--- src/rtl/prst_pkg.sv ---
package prst_pkg;
  localparam int WORD_W = 32;

  // True when a line index is one of the two level-held lines
  function automatic bit is_held(input int idx, input int held_a, input int held_b);
    return (idx == held_a) || (idx == held_b);
  endfunction
endpackage

--- src/rtl/prst_decode.sv ---
module prst_decode #(
  parameter int ADDR_W    = 12,
  parameter int WORDS     = 2,
  parameter int CTRL_BASE = 'h100,
  parameter int STAT_BASE = 'h150
) (
  input  logic [ADDR_W-1:0]                   addr,
  input  logic                                we,
  input  logic [WORDS*prst_pkg::WORD_W-1:0]   status_in,
  output logic [WORDS-1:0]                    ctrl_wr,
  output logic [prst_pkg::WORD_W-1:0]         rdata
);
  localparam int W = prst_pkg::WORD_W;

  always_comb begin
    ctrl_wr = '0;
    rdata   = '0;
    for (int w = 0; w < WORDS; w++) begin
      if (addr == ADDR_W'(CTRL_BASE + 4 * w)) ctrl_wr[w] = we;
      if (addr == ADDR_W'(STAT_BASE + 4 * w)) rdata = ~status_in[w*W +: W];
    end
  end
endmodule

--- src/rtl/prst_line.sv ---
module prst_line #(
  parameter bit HELD        = 1'b0,
  parameter int PULSE_TICKS = 24
) (
  input  logic clk,
  input  logic rst_n,
  input  logic tick,
  input  logic wr,
  input  logic wbit,
  output logic active
);
  localparam int CNT_W = $clog2(PULSE_TICKS + 1);

  generate
    if (HELD) begin : g_level
      logic lvl_q;
      always_ff @(posedge clk or negedge rst_n) begin
        if (!rst_n)  lvl_q <= 1'b0;
        else if (wr) lvl_q <= wbit;
      end
      assign active = lvl_q;
    end else begin : g_pulse
      logic [CNT_W-1:0] cnt_q;
      always_ff @(posedge clk or negedge rst_n) begin
        if (!rst_n)                      cnt_q <= '0;
        else if (wr && wbit)             cnt_q <= CNT_W'(PULSE_TICKS);
        else if (tick && cnt_q != '0)    cnt_q <= cnt_q - 1'b1;
      end
      assign active = (cnt_q != '0);
    end
  endgenerate
endmodule

--- src/rtl/prst_ctrl.sv ---
module prst_ctrl #(
  parameter int ADDR_W      = 12,
  parameter int CTRL_BASE   = 'h100,
  parameter int STAT_BASE   = 'h150,
  parameter int HELD_A      = 12,
  parameter int HELD_B      = 56,
  parameter int PULSE_TICKS = 24
) (
  input  logic              clk,
  input  logic              rst_n,
  input  logic              dly_tick,
  input  logic [ADDR_W-1:0] bus_addr,
  input  logic              bus_we,
  input  logic [31:0]       bus_wdata,
  output logic [31:0]       bus_rdata,
  output logic [63:0]       rst_out
);
  localparam int W     = prst_pkg::WORD_W;
  localparam int WORDS = 2;
  localparam int LINES = WORDS * W;

  logic [WORDS-1:0] ctrl_wr;

  prst_decode #(
    .ADDR_W(ADDR_W), .WORDS(WORDS), .CTRL_BASE(CTRL_BASE), .STAT_BASE(STAT_BASE)
  ) u_dec (
    .addr(bus_addr), .we(bus_we), .status_in(rst_out),
    .ctrl_wr(ctrl_wr), .rdata(bus_rdata)
  );

  for (genvar i = 0; i < LINES; i++) begin : g_line
    prst_line #(
      .HELD(prst_pkg::is_held(i, HELD_A, HELD_B)), .PULSE_TICKS(PULSE_TICKS)
    ) u_line (
      .clk(clk), .rst_n(rst_n), .tick(dly_tick),
      .wr(ctrl_wr[i / W]), .wbit(bus_wdata[i % W]), .active(rst_out[i])
    );
  end
endmodule

--- config.mk ---
export PLATFORM = sky130hd
export DESIGN_NAME = prst_ctrl
export DESIGN_NICKNAME = d
export VERILOG_FILES = /design/src/rtl/prst_pkg.sv /design/src/rtl/prst_decode.sv /design/src/rtl/prst_line.sv /design/src/rtl/prst_ctrl.sv
export SDC_FILE = /design/constraint.sdc
export NUM_CORES = 1
export LEC_CHECK = 0
export ABC_CLOCK_PERIOD_IN_PS = 5800
export BUFFER_PORTS_ARGS = -buffer_cell sky130_fd_sc_hd__buf_4
export CAP_MARGIN = 10
export CORE_AREA = 2 2 242 244
export DETAILED_ROUTE_END_ITERATION = 8
export DIE_AREA = 0 0 244 246
export GPL_ROUTABILITY_DRIVEN = 0
export PLACE_DENSITY_LB_ADDON = 0.3
export REMOVE_ABC_BUFFERS = 1
export SLEW_MARGIN = 5
export SYNTH_ARGS = -nofsm -noshare
export SYNTH_HDL_FRONTEND = slang
export SYNTH_SLANG_ARGS = --single-unit
export TNS_END_PERCENT = 1
--- constraint.sdc ---
create_clock -name clk -period 5.8 [get_ports clk]
set_clock_uncertainty 0.2 [all_clocks]
set_input_delay 0.58 -clock clk [delete_from_list [all_inputs] [get_ports clk]]
set_output_delay 0.58 -clock clk [all_outputs]
set_load 0.05 [all_outputs]
==> results of run 1 <==
## through the flow
stage          total power, uW  util, %  cells  hold slack (ps)
2_1_floorplan             6440        -   1699             84.4
3_3_place_gp              7200     31.9   2617              263
3_5_place_dp              7390     31.9   2617              268
4_1_cts                  10100     34.4   2690             21.1
5_1_grt                  10800     34.4   2690             45.3
6_report                  9980     34.4   2690             59.0
## cell type report
type / count / area [um2] / area share (%)
Clock inverter: 9 / 174 / 0.880
Clock buffer: 61 / 1230 / 6.24
Sequential cell: 312 / 7810 / 39.5
Timing Repair Buffer: 156 / 1230 / 6.23
Inverter: 156 / 586 / 2.96
Multi-Input combinational cell: 1231 / 7770 / 39.3
Tap cell: 765 / 957 / 4.84
## power by group
part	total, uW	leakage (uW)	switching, uW	internal [uW]
Sequential	3840	0.00379	747	3090
Clock	2650	0.000692	964	1680
Combinational	3490	0.00440	1930	1560
Total	9980	0.00888	3640	6330
## repair_timing
item                      in CTS  in global routing
hold buffers                   3                  0
hold endpoints to repair      46                  0
resized for setup              0                  0
## Yosys cell counts (12+ instances only)
cell and number:
and2_1 21, a311oi_1 31, nor3b_1 22, clkbuf_1 72, inv_1 156, xor2_1 31, o22ai_1 32, buf_2 21
nand3_1 56, dfrtp_1 312, nand2_1 242, a21oi_1 162, nor2_1 122, buf_4 69, nor4b_1 27, mux2_2 23
a211o_1 18, xnor2_1 63, or4b_2 60, a22oi_1 12, nor2b_1 34, o21ai_0 48, nor3_1 76, o31ai_1 46
ha_1 62
## state kept, by name, summed over array words and instances (netlist names)
register,flops
g_line.u_line.active,2
g_line.u_line.g_pulse.cnt_q,310
## kinds of logic (layout without fill, tap and decap cells)
| kind of cell | Yosys count | count (layout) | synth area share, % |
|---|---|---|---|
| buffers and inverters | 328 | 382 | 9.09 |
| XOR/XNOR | 94 | 94 | 4.82 |
| adder cells (fa/ha/maj) | 62 | 62 | 4.54 |
| AND/OR/NAND/NOR | 688 | 688 | 21.3 |
| AO/OA/AOI/OAI | 363 | 363 | 13.0 |
| flip-flops | 312 | 312 | 45.7 |
| multiplexers | 24 | 24 | 1.57 |
## worst reg2reg max path: cells and delay by family (launching register included)
family / cells / cell delay (ps)
flops: 1 / 370
mux: 1 / 340
fa+ha+maj: 1 / 170
simple gates: 2 / 890
compound gates: 1 / 110
buf+inv: 1 / 90
## layer usage
metal	up-vias	wire length [um]	GRT usage (%)
li1	6433	-	-
met3	61	1750	2.44
met4	2	818	3.98
met5	-	13	0
met2	224	18600	22.5
met1	6506	18300	17.3
## path summary, 6_finish.rpt
path	cells past startpoint	end	slack, ps	start
setup / recovery	6	bus_rdata[20]	1960	bus_addr[9]
hold reg to reg	1	g_line[10].u_line.g_pulse.cnt_q[4]	280	g_line[10].u_line.g_pulse.cnt_q[4]
max in group asynchronous	3	g_line[16].u_line.g_pulse.cnt_q[2]	3800	rst_n
hold / removal	2	g_line[48].u_line.g_pulse.cnt_q[0]	60	bus_wdata[16]
min in group asynchronous	2	g_line[32].u_line.g_pulse.cnt_q[1]	330	rst_n
setup reg to reg	6	g_line[13].u_line.g_pulse.cnt_q[1]	3570	g_line[13].u_line.g_pulse.cnt_q[0]
==> flow_metrics.env, run 1 <==
export IMPL_ys_types=44
export IMPL_core_mm2=0.0574
export IMPL_required_ps=5020
export IMPL_p_per_area_mw_per_mm2=505
export IMPL_fin_crit_ps=3840
export IMPL_fin_nets=2008
export IMPL_vdd_ir_drop_max_mv=0.211
export IMPL_avgSynthCellArea_um2=9.14
export IMPL_synth_main_ff_cell="dfrtp_1"
export IMPL_insertion_delay_ps=560
export IMPL_critPathBufInv=2
export IMPL_crit_fanout=32
export IMPL_grt_max_degree=168
export IMPL_overflow=0
export IMPL_drt_initial_drc_count=605
export IMPL_dieArea_mm2=0.0600
export IMPL_drive_above_1_share_pct=16.0
export IMPL_pre_cts_slack_ps=1900
export IMPL_h_tree_depth=2
export IMPL_cts_buffer_depth=3
export IMPL_yosysWarnings=0
export IMPL_cpMostUsedCell="buf_4"
export IMPL_cts_made_buffers=41
export IMPL_clock_fmax_mhz=260
export IMPL_finalMaxSlewViolations=0
export IMPL_vias=13226
export IMPL_yosysTopAreaCellShare_pct=45.7
export IMPL_synth_top_area_cell="dfrtp_1"
export IMPL_cpMaxStageDelayCell="nand2_2"
export IMPL_leakage_uw=0.00888
export IMPL_start_kind="primary input"
export IMPL_areaGrowthSynthToFinish_pct=15.6
export IMPL_post_route_period_util_pct=66.3
export IMPL_drc_errors=0
export IMPL_max_cap_violations=0
export IMPL_routed_via_density=4.92
export IMPL_tightestPinTransition_ps=1040
export IMPL_worst_setup_path_type="in -> out"
export IMPL_slowest_delay_ps=660
export IMPL_critPathCaptureType="output pin"
export IMPL_setup_viol=0
export IMPL_port_buffers=143
export IMPL_outcome="completed"
export IMPL_grt_pass1_wl_um=65800
export IMPL_route_detailed_wl_per_inst_um=14.7
export IMPL_clkTransAtPathRegs_ps=60
export IMPL_setup_slack_ps=1960
export IMPL_antenna_left=0
export IMPL_start_util_pct=29.8
export IMPL_die_x_um=244
export IMPL_netlist_top_cells_area="dfrtp_1 46%, nand2_1 5.3%, a21oi_1 4.7%"
export IMPL_n_fill_cell=5773
export IMPL_layout_common_cells="312 x dfrtp_1, 240 x nand2_1, 162 x a21oi_1"
export IMPL_fp_dieH_um=246
export IMPL_ys_seq_area_share_pct=45.7
export IMPL_setup_tns_ps=0
export IMPL_syn_area_mm2=0.0171
export IMPL_grt_util_all_layers_pct=13.3
export IMPL_synth_edf_count=0
export IMPL_diodes=0
export IMPL_grt_setup_unrepaired="no"
export IMPL_syn_instance_count=1871
export IMPL_hold_violations=0
export IMPL_hold_path_class="in -> reg"
export IMPL_post_cts_buffers=0
export IMPL_firstDrtPassIters=4
export IMPL_crit_family="simple AND/OR/NAND/NOR gates"
export IMPL_fin_area_mm2=0.0198
export IMPL_cts_sinks=312
export IMPL_clock_root_buffer="clkbuf_16"
export IMPL_maxSlewHeadroom_pct=30.5
export IMPL_antenna_found_initial=1
export IMPL_crit_chain="buf_4 -> or4b_4 -> nor3_1 -> nand2_2 -> o22ai_1 -> buf_4"
export IMPL_rows=88
export IMPL_ios=144
export IMPL_grt_pass1_vias=13195
export IMPL_worstPathArrival_ps=3060
export IMPL_totalWireLength_um=39500
export IMPL_cts_tree="yes"
export IMPL_final_common_cell="dfrtp_1"
export IMPL_synthArstFlopShare_pct=100
export IMPL_dpl_cell_area_mm2=0.0183
export IMPL_hpwl_um=25700
export IMPL_synth_seq_cells=312
Power figures use the tool's default switching activity.
==> inputs of run 2 (changes only) <==
--- a/config.mk
+++ b/config.mk
@@ -5,7 +5,7 @@
 export SDC_FILE = /design/constraint.sdc
 export NUM_CORES = 1
 export LEC_CHECK = 0
-export ABC_CLOCK_PERIOD_IN_PS = 5800
+export ABC_CLOCK_PERIOD_IN_PS = 3400
 export BUFFER_PORTS_ARGS = -buffer_cell sky130_fd_sc_hd__buf_4
 export CAP_MARGIN = 10
 export CORE_AREA = 2 2 242 244
==> constraint.sdc (replaced) <==
create_clock -name clk -period 3.4 [get_ports clk]
set_clock_uncertainty 0.2 [all_clocks]
set_input_delay 0.34 -clock clk [delete_from_list [all_inputs] [get_ports clk]]
set_output_delay 0.34 -clock clk [all_outputs]
set_load 0.05 [all_outputs]
==> run 2 against run 1 <==
  * Cell count is 1.4% higher
  * Power is 66% higher
  * Sequential share of layout area is 0.51 points lower
  * Largest cell class unchanged
==> flow_metrics.env, run 2 (synthesis gave the netlist of run 1 again) <==
export IMPL_crit_fanout=7
export IMPL_reg2reg_to="g_line[13].u_line.g_pulse.cnt_q[1]"
export IMPL_grt_setup_unrepaired="no"
export IMPL_maxSlewHeadroom_pct=44.8
export IMPL_setup_tns_ps=0
export IMPL_vias=13240
export IMPL_h_tree_depth=2
export IMPL_outcome="completed"
export IMPL_grt_pass1_vias=13199
export IMPL_setup_viol=0
export IMPL_antenna_left=0
export IMPL_crit_chain="inv_1 -> ha_1 -> or4b_2 -> o22ai_1 -> buf_4"
export IMPL_fp_dieH_um=246
export IMPL_route_detailed_wl_per_inst_um=14.6
export IMPL_port_buffers=143
export IMPL_rr_worst_depth=6
export IMPL_hold_path_class="in -> reg"
export IMPL_setup_slack_ps=466
export IMPL_cpMaxStageDelayCell="or4b_2"
export IMPL_p_per_area_mw_per_mm2=829
export IMPL_grt_pass1_wl_um=66300
export IMPL_whs_endpoint="g_line[14].u_line.g_pulse.cnt_q[3]"
export IMPL_pre_cts_slack_ps=615
export IMPL_dpl_cell_area_mm2=0.0185
export IMPL_drive_above_1_share_pct=16.1
export IMPL_fin_nets=2048
export IMPL_diodes=0
export IMPL_rows=88
export IMPL_worst_setup_path_type="reg -> out"
export IMPL_drc_errors=0
export IMPL_routed_via_density=4.85
export IMPL_post_cts_buffers=0
export IMPL_core_mm2=0.0574
export IMPL_cts_made_buffers=38
export IMPL_hold_path_depth=5
export IMPL_reg2reg_from="g_line[13].u_line.g_pulse.cnt_q[0]"
export IMPL_critPathCaptureType="output pin"
export IMPL_firstDrtPassIters=5
export IMPL_hpwl_um=26400
export IMPL_fin_crit_ps=2930
export IMPL_required_ps=2860
export IMPL_largest_register_ffs=310
export IMPL_grt_util_all_layers_pct=13.4
export IMPL_vdd_ir_drop_max_mv=0.336
export IMPL_cts_buffer_depth=3
export IMPL_hold_start="bus_addr[10]"
export IMPL_rrSetupSlack_ps=1150
export IMPL_cts_tree="yes"
export IMPL_overflow=0
export IMPL_areaGrowthSynthToFinish_pct=17.1
export IMPL_die_x_um=244
export IMPL_antenna_found_initial=1
export IMPL_cts_sinks=312
export IMPL_leakage_uw=0.00900
export IMPL_dieArea_mm2=0.0600
export IMPL_tightestPinTransition_ps=828
export IMPL_slowest_delay_ps=740
export IMPL_finalMaxSlewViolations=0
export IMPL_clock_root_buffer="clkbuf_16"
export IMPL_start_kind="flop"
export IMPL_post_route_period_util_pct=86.3
export IMPL_regMostFlops="g_line.u_line.g_pulse.cnt_q"
export IMPL_totalWireLength_um=40000
export IMPL_insertion_delay_ps=550
export IMPL_final_common_cell="dfrtp_1"
export IMPL_worstPathArrival_ps=2390
export IMPL_grt_max_degree=128
export IMPL_max_cap_violations=0
export IMPL_hold_violations=0
export IMPL_start_util_pct=29.8
export IMPL_fin_area_mm2=0.0200
export IMPL_layout_common_cells="312 x dfrtp_1, 240 x nand2_1, 162 x a21oi_1"
export IMPL_clkTransAtPathRegs_ps=60
export IMPL_drt_initial_drc_count=690
export IMPL_clock_fmax_mhz=341
export IMPL_ios=144
==> run 2: cell count changes in the layout (fill, tap and decap cells not counted) <==
cell / change
dlygate4sd3_1: +30
buf_4: +9
clkinv_2: +5
buf_12: +4
bufinv_16: -4
clkbuf_8: -3
clkbuf_1: -2
clkbuf_16: -2
clkinv_4: +1
nor3_1: +1
nor3_2: -1
==> run 2: timing repair <==
item                       in CTS  in global routing
gates resized for setup         0                  0
hold endpoints to repair      289                  0
hold buffers                   33                  0
setup endpoints to repair       0                  0
==> run 2: critical path, delay by kind of cell, from the launching register on <==
| kind | cells | cell delay, ps |
|---|---|---|
| fa+ha+maj | 1 | 170 |
| buf+inv | 2 | 320 |
| flops | 1 | 380 |
| simple gates | 1 | 740 |
| compound gates | 1 | 250 |
==> run 2: report_power, final <==
| group | internal [uW] | switching, uW | total, uW |
|---|---|---|---|
| Clock | 2390 | 1620 | 4020 |
| Sequential | 5280 | 1270 | 6550 |
| Combinational | 2690 | 3330 | 6030 |
| Total | 10400 | 6230 | 16600 |
==> run 2: through the flow <==
step | util (%) | total power, uW | instances | hold slack, ps
detailed placement | 32.2 | 12600 | 2630 | 270
global route | 34.9 | 18000 | 2728 | 100
global placement | 32.2 | 12300 | 2630 | 263
floorplan | - | 11000 | 1699 | -156
finish | 34.9 | 16600 | 2728 | 97.6
CTS | 34.9 | 16800 | 2728 | 62.3
==> run 2: area by class of cell <==
| cell class | instances | area [um2] |
|---|---|---|
| clock buffer | 54 | 1130 |
| clock inverter | 11 | 87.6 |
| fill | 5800 | 37400 |
| inverter | 156 | 586 |
| multi-input combinational | 1231 | 7760 |
| sequential | 312 | 7810 |
| tap | 765 | 957 |
| timing repair buffer | 199 | 1680 |
==> run 2: worst max-delay path by stage <==
stage	cells past startpoint	slack, ps	to	from
6_report	5	470	bus_rdata[28]	g_line[60].u_line.g_pulse.cnt_q[0]
2_1_floorplan	4	280	bus_rdata[31]	bus_addr[9]
3_3_place_gp	7	650	bus_rdata[20]	bus_addr[9]
5_1_grt	6	170	bus_rdata[20]	g_line[52].u_line.g_pulse.cnt_q[1]
4_1_cts	5	430	bus_rdata[28]	g_line[60].u_line.g_pulse.cnt_q[0]
3_5_place_dp	7	620	bus_rdata[20]	bus_addr[9]
==> run 2: metal layers <==
| layer | wire [um] | share of wire [%] | track usage (%) |
|---|---|---|---|
| met3 | 1610 | 4.0 | 2.22 |
| met2 | 18600 | 47 | 22.5 |
| met1 | 18900 | 47 | 17.7 |
| met4 | 871 | 2.2 | 4.11 |
| met5 | 13 | 0.033 | 0 |
